$ cat src/rtl/mgmt_phy_pkg.sv
package mgmt_phy_pkg;

    // Command word field positions
    localparam int PHY_AW       = 4;
    localparam int REG_NW       = 4;
    localparam int PHY_DW       = 16;
    localparam int CMD_PHY_LSB  = 12;
    localparam int CMD_REG_LSB  = 4;
    localparam int CMD_WR_BIT   = 1;
    localparam int CMD_BUSY_BIT = 0;

    // PHY register numbers
    localparam logic [REG_NW-1:0] PR_CTRL    = 4'd0;
    localparam logic [REG_NW-1:0] PR_STAT    = 4'd1;
    localparam logic [REG_NW-1:0] PR_ID_HI   = 4'd2;
    localparam logic [REG_NW-1:0] PR_ID_LO   = 4'd3;
    localparam logic [REG_NW-1:0] PR_ADV     = 4'd4;
    localparam logic [REG_NW-1:0] PR_PARTNER = 4'd5;

    // PHY register values and bit positions
    localparam int CTRL_SOFTRST_BIT = 15;
    localparam int CTRL_RENEG_BIT   = 9;
    localparam int STAT_LINK_BIT    = 2;
    localparam logic [PHY_DW-1:0] CTRL_DEFAULT = 16'h3100;
    localparam logic [PHY_DW-1:0] STAT_FIXED   = 16'hFE28;
    localparam logic [PHY_DW-1:0] ID_HI_VAL    = 16'h0044;
    localparam logic [PHY_DW-1:0] ID_LO_VAL    = 16'h1400;
    localparam logic [PHY_DW-1:0] PARTNER_VAL  = 16'h0DE0;
    localparam logic [PHY_DW-1:0] CTRL_WMASK   =
        ~((PHY_DW'(1) << CTRL_SOFTRST_BIT) | (PHY_DW'(1) << CTRL_RENEG_BIT));

    typedef enum logic [1:0] {
        CK_NONE,
        CK_FOREIGN,
        CK_READ,
        CK_WRITE
    } cmd_kind_e;

    typedef struct packed {
        cmd_kind_e         kind;
        logic [REG_NW-1:0] regn;
    } phy_cmd_t;

endpackage

$ cat src/rtl/mgmt_cmd_decode.sv
module mgmt_cmd_decode
    import mgmt_phy_pkg::*;
#(
    parameter int ADDR_W   = 8,
    parameter int CMD_OFS  = 'h48,
    parameter int DATA_OFS = 'h4C
) (
    input  logic              bus_wr_en,
    input  logic [ADDR_W-1:0] bus_addr,
    input  logic [PHY_AW-1:0] cmd_phy,
    input  logic [REG_NW-1:0] cmd_reg,
    input  logic              cmd_wr,
    input  logic [PHY_AW-1:0] phy_addr_cfg,
    output logic              cmd_we,
    output logic              data_we,
    output phy_cmd_t          cmd
);

    localparam logic [ADDR_W-1:0] CMD_A  = ADDR_W'(CMD_OFS);
    localparam logic [ADDR_W-1:0] DATA_A = ADDR_W'(DATA_OFS);

    always_comb begin
        cmd_we   = bus_wr_en && (bus_addr == CMD_A);
        data_we  = bus_wr_en && (bus_addr == DATA_A);
        cmd.regn = cmd_reg;
        if (!cmd_we) begin
            cmd.kind = CK_NONE;
        end else if (cmd_phy != phy_addr_cfg) begin
            cmd.kind = CK_FOREIGN;
        end else if (cmd_wr) begin
            cmd.kind = CK_WRITE;
        end else begin
            cmd.kind = CK_READ;
        end
    end

endmodule

$ cat src/rtl/mgmt_phy_regs.sv
module mgmt_phy_regs
    import mgmt_phy_pkg::*;
(
    input  logic              clk,
    input  logic              rst_n,
    input  phy_cmd_t          cmd,
    input  logic [PHY_DW-1:0] wr_value,
    input  logic              link_up,
    output logic [PHY_DW-1:0] rd_value,
    output logic [PHY_DW-1:0] ctrl_q,
    output logic [PHY_DW-1:0] adv_q
);

    logic [PHY_DW-1:0] status_w;

    always_comb begin
        status_w = STAT_FIXED | (PHY_DW'(link_up) << STAT_LINK_BIT);
    end

    // Stored registers: control and advertisement
    always_ff @(posedge clk) begin
        if (!rst_n) begin
            ctrl_q <= CTRL_DEFAULT;
            adv_q  <= '0;
        end else if (cmd.kind == CK_WRITE) begin
            unique case (cmd.regn)
                PR_CTRL: begin
                    if (wr_value[CTRL_SOFTRST_BIT]) begin
                        ctrl_q <= CTRL_DEFAULT;
                        adv_q  <= '0;
                    end else begin
                        ctrl_q <= wr_value & CTRL_WMASK;
                    end
                end
                PR_ADV:  adv_q <= wr_value;
                default: ;
            endcase
        end
    end

    // Read selection
    always_comb begin
        unique case (cmd.regn)
            PR_CTRL:    rd_value = ctrl_q;
            PR_STAT:    rd_value = status_w;
            PR_ID_HI:   rd_value = ID_HI_VAL;
            PR_ID_LO:   rd_value = ID_LO_VAL;
            PR_ADV:     rd_value = adv_q;
            PR_PARTNER: rd_value = PARTNER_VAL;
            default:    rd_value = '0;
        endcase
    end

endmodule

$ cat src/rtl/mgmt_phy_responder.sv
module mgmt_phy_responder
    import mgmt_phy_pkg::*;
#(
    parameter int ADDR_W   = 8,
    parameter int DATA_W   = 32,
    parameter int CMD_OFS  = 'h48,
    parameter int DATA_OFS = 'h4C
) (
    input  logic              clk,
    input  logic              rst_n,
    input  logic              bus_wr_en,
    input  logic [ADDR_W-1:0] bus_addr,
    input  logic [DATA_W-1:0] bus_wdata,
    output logic [DATA_W-1:0] bus_rdata,
    input  logic [PHY_AW-1:0] phy_addr_cfg,
    input  logic              link_up
);

    localparam logic [ADDR_W-1:0] CMD_A     = ADDR_W'(CMD_OFS);
    localparam logic [ADDR_W-1:0] DATA_A    = ADDR_W'(DATA_OFS);
    localparam logic [DATA_W-1:0] BUSY_MASK = ~(DATA_W'(1) << CMD_BUSY_BIT);

    logic [DATA_W-1:0] cmd_q;
    logic [DATA_W-1:0] data_q;
    logic [PHY_DW-1:0] ctrl_q;
    logic [PHY_DW-1:0] adv_q;
    logic [PHY_DW-1:0] phy_rd;
    logic              cmd_we;
    logic              data_we;
    phy_cmd_t          cmd;

    mgmt_cmd_decode #(
        .ADDR_W  (ADDR_W),
        .CMD_OFS (CMD_OFS),
        .DATA_OFS(DATA_OFS)
    ) dec_i (
        .bus_wr_en   (bus_wr_en),
        .bus_addr    (bus_addr),
        .cmd_phy     (bus_wdata[CMD_PHY_LSB +: PHY_AW]),
        .cmd_reg     (bus_wdata[CMD_REG_LSB +: REG_NW]),
        .cmd_wr      (bus_wdata[CMD_WR_BIT]),
        .phy_addr_cfg(phy_addr_cfg),
        .cmd_we      (cmd_we),
        .data_we     (data_we),
        .cmd         (cmd)
    );

    mgmt_phy_regs regs_i (
        .clk     (clk),
        .rst_n   (rst_n),
        .cmd     (cmd),
        .wr_value(data_q[PHY_DW-1:0]),
        .link_up (link_up),
        .rd_value(phy_rd),
        .ctrl_q  (ctrl_q),
        .adv_q   (adv_q)
    );

    always_ff @(posedge clk) begin
        if (!rst_n) begin
            cmd_q  <= '0;
            data_q <= '0;
        end else begin
            if (cmd_we) begin
                cmd_q <= bus_wdata & BUSY_MASK;
            end
            if (data_we) begin
                data_q <= bus_wdata;
            end else if (cmd.kind == CK_READ) begin
                data_q <= DATA_W'(phy_rd);
            end
        end
    end

    always_comb begin
        if (bus_addr == CMD_A) begin
            bus_rdata = cmd_q;
        end else if (bus_addr == DATA_A) begin
            bus_rdata = data_q;
        end else begin
            bus_rdata = '0;
        end
    end

endmodule

$ cat config.mk
export PLATFORM = sky130hd
export DESIGN_NAME = mgmt_phy_responder
export DESIGN_NICKNAME = d
export VERILOG_FILES = /design/src/rtl/mgmt_phy_pkg.sv /design/src/rtl/mgmt_cmd_decode.sv /design/src/rtl/mgmt_phy_regs.sv /design/src/rtl/mgmt_phy_responder.sv
export SDC_FILE = /design/constraint.sdc
export NUM_CORES = 1
export LEC_CHECK = 0
export BUFFER_PORTS_ARGS = -buffer_cell sky130_fd_sc_hd__buf_2
export CAP_MARGIN = 20
export CELL_PAD_IN_SITES_DETAIL_PLACEMENT = 1
export CELL_PAD_IN_SITES_GLOBAL_PLACEMENT = 1
export CORE_ASPECT_RATIO = 0.7
export CORE_UTILIZATION = 35
export DETAILED_ROUTE_END_ITERATION = 12
export GPL_ROUTABILITY_DRIVEN = 0
export PLACE_DENSITY_LB_ADDON = 0.1
export SYNTH_ARGS = -nofsm -noshare
export SYNTH_HDL_FRONTEND = slang
export SYNTH_SLANG_ARGS = --single-unit
$ cat constraint.sdc
create_clock -name clk -period 2.55 [get_ports clk]
set_input_delay 0.1275 -clock clk [delete_from_list [all_inputs] [get_ports clk]]
set_output_delay 0.1275 -clock clk [all_outputs]
set_load 0.005 [all_outputs]
==> results.ini <==
[outcome]
run_status=finished clean

[die]
die_area_mm2=0.0127
die_y_um=94.5
coreArea_mm2=0.0118
io_pins=80
initial_utilization_pct=36.2
die_x_um=134
rows=33

[final_layout]
ff_latch_area_mm2=0.00186
n_antenna_cell=0
drive_above_1_share_pct=22.0
layout.nets=620
fillers=1441
area_delta_synth_final_pct=21.9
multi_input_area_mm2=0.00223

[clock_network]
clk_latency_ns=0.34
clock-root-buffer=clkbuf_16
htree_levels=3
hold_buffers=0
postCtsSetupBuffers=0
path_clk_slew_ns=0.06
cts.sinks=93
cts.path.max_buffers=2
cts_tree=yes
cts_made_buffers=9
cts-resized-gates=0

[synthesis]
synth_top_area_share_pct=43.5
synth_seq_cells=93
syn_area_per_cell_um2=8.54
synth.most_common_cell=dfxtp_1
synth-edff-count=0
synth_area_leaders=dfxtp_1 44%, mux2i_1 8.0%, nand2_1 6.7%
ys_warn_count=0
yosys.area.top_type=dfxtp_1
synth_area_mm2=0.00428
synth_ff_type=dfxtp_1
ys_types=46
synthCells=501
ys_top_cells_by_count=93 x dfxtp_1, 76 x nand2_1, 53 x a21oi_1
syn_nets=549
yosysSeqAreaShare_pct=43.5
synth-async-reset-ratio_pct=0

[power_and_ir_drop]
sw_frac_of_total_pct=22.3
share_seq_of_total_power_pct=46.3
internal_power_uw=2440
power_density_mw_per_mm2=602
combPwrFrac_pct=6.7
power.leakage_uw=0.00197
peakVddDrop_mv=0.310
switchingPower_uw=700
clkPwrFrac_pct=46.9

[timing]
max-slew-margin-rel_pct=48.9
fmax_ghz=0.523
holdWs_ns=0.0126
drv_slew=0
rsz0062_at_grt=no
worst_pin_slew_ns=0.765
setup_viol=0
period_needed_ns=1.91
hold_viol=0
min_period_over_period_pct=75.0
final.setup.tns_ns=0
skew_ns=0.00567

[critical_path]
critPathCaptureType=flop
cp.arrival_ns=2.12
path_class=in -> reg
critPathMaxFanout=16
path_cells=buf_2 -> or4b_1 -> or3_1 -> o31ai_1 -> a31oi_1
worstPathRequired_ns=2.76
cp_slowest_cell=or4b_1
cp-start-kind=input port
cpPeakStageDelay_ns=0.72

[drt]
firstDrtPassIters=5
via_count=4082
finalWirelength_mm=14.5
dr.first_iter.drc_count=199
postRouteAntennaNets=0
vias_per_cell=5.56
avgRoutedWirePerCell_um=19.8
drc_errors=0

[global_routing]
antenna_found_initial=0
grt_use_total_pct=23.8
grt_pass1_wl_mm=23.0
gr-total-overflow=0
grt_max_degree=33
grt_pass1_vias=4100

[job]
drv_cap=0

[placed_design]
place.port_buffers=79
hpwl_mm=9.72

[worst_hold_path]
hold_path.class=in -> reg

## area by class of cell
class,count,area share (%)
multi-input combinational,361,42.8
timing repair buffer,105,11.3
inverter,2,0.144
clock inverter,3,1.30
tap,157,3.77
sequential,93,35.7
clock buffer,13,4.99
## placed cells by master, fill, tap and decap left out, types with 4 or more instances in the layout
cell	n
nor4_1	6
o21ai_0	19
xnor2_1	4
clkbuf_16	9
nand4b_1	11
o211ai_1	24
a21oi_1	53
nand4_1	7
a22o_1	32
buf_2	79
dfxtp_1	93
nand2_1	76
buf_4	26
mux2i_1	34
nor2_1	48
a31oi_1	4
## flip-flops by register name (all words and copies together), names as in the netlist
| name | cells |
|---|---|
| cmd_q | 31 |
| regs_i.ctrl_q | 14 |
| regs_i.adv_q | 16 |
| data_q | 32 |
## per-stage QoR
stage,worst slack [ns],cells,util (%),instance area (µm²),total power (µW)
after global routing,0.552,734,44.1,5210,3240
after global placement,0.348,718,41.4,4880,1690
after detailed placement,0.319,718,41.4,4880,1700
final,0.637,734,44.1,5210,3140
after CTS,0.664,734,44.1,5210,3160
after floorplan,0.730,501,-,4280,1590
## power groups by stage
stage	clock network (µW)	registers [µW]	logic, µW
2_1_floorplan	0	1490	107
3_3_place_gp	0	1490	204
3_5_place_dp	0	1490	208
4_1_cts	1500	1450	209
5_1_grt	1560	1450	226
6_report	1470	1450	211
## worst paths after layout
check             slack (ns)    endpoint            start  cells after the start
setup / recovery        0.64  data_q[12]      bus_addr[5]                      5
setup reg to reg        1.22   data_q[1]  regs_i.adv_q[1]                      4
hold reg to reg         0.45    cmd_q[8]         cmd_q[8]                      2
hold / removal          0.01  data_q[18]    bus_wdata[18]                      2
## layer usage
metal | share of wire [%] | vias to the layer above | GRT usage, %
li1 | - | 1956 | -
met1 | 51 | 1991 | 33.6
met2 | 43 | 122 | 37.6
met3 | 5.3 | 13 | 4.08
met4 | 0.98 | 0 | 6.09
met5 | 0 | - | 0
## logic make-up (layout without fill, tap and decap cells)
| kind of cell | Yosys count | count (layout) | synth area share [%] |
|---|---|---|---|
| buffers and inverters | 47 | 123 | 4.48 |
| xor gates and xnor gates | 4 | 4 | 0.819 |
| DFF | 93 | 93 | 43.5 |
| AOI/OAI and AO/OA | 148 | 148 | 22.9 |
| muxes | 36 | 36 | 8.48 |
| and+or+nand+nor | 173 | 173 | 19.8 |
## worst max-delay path: cells and delay by family
| family | cells | cell delay (ns) |
|---|---|---|
| AND/OR/NAND/NOR | 2 | 1.44 |
| AO/OA/AOI/OAI | 2 | 0.44 |
| buffers and inverters | 1 | 0.10 |
(Power assumes the default switching activity.)
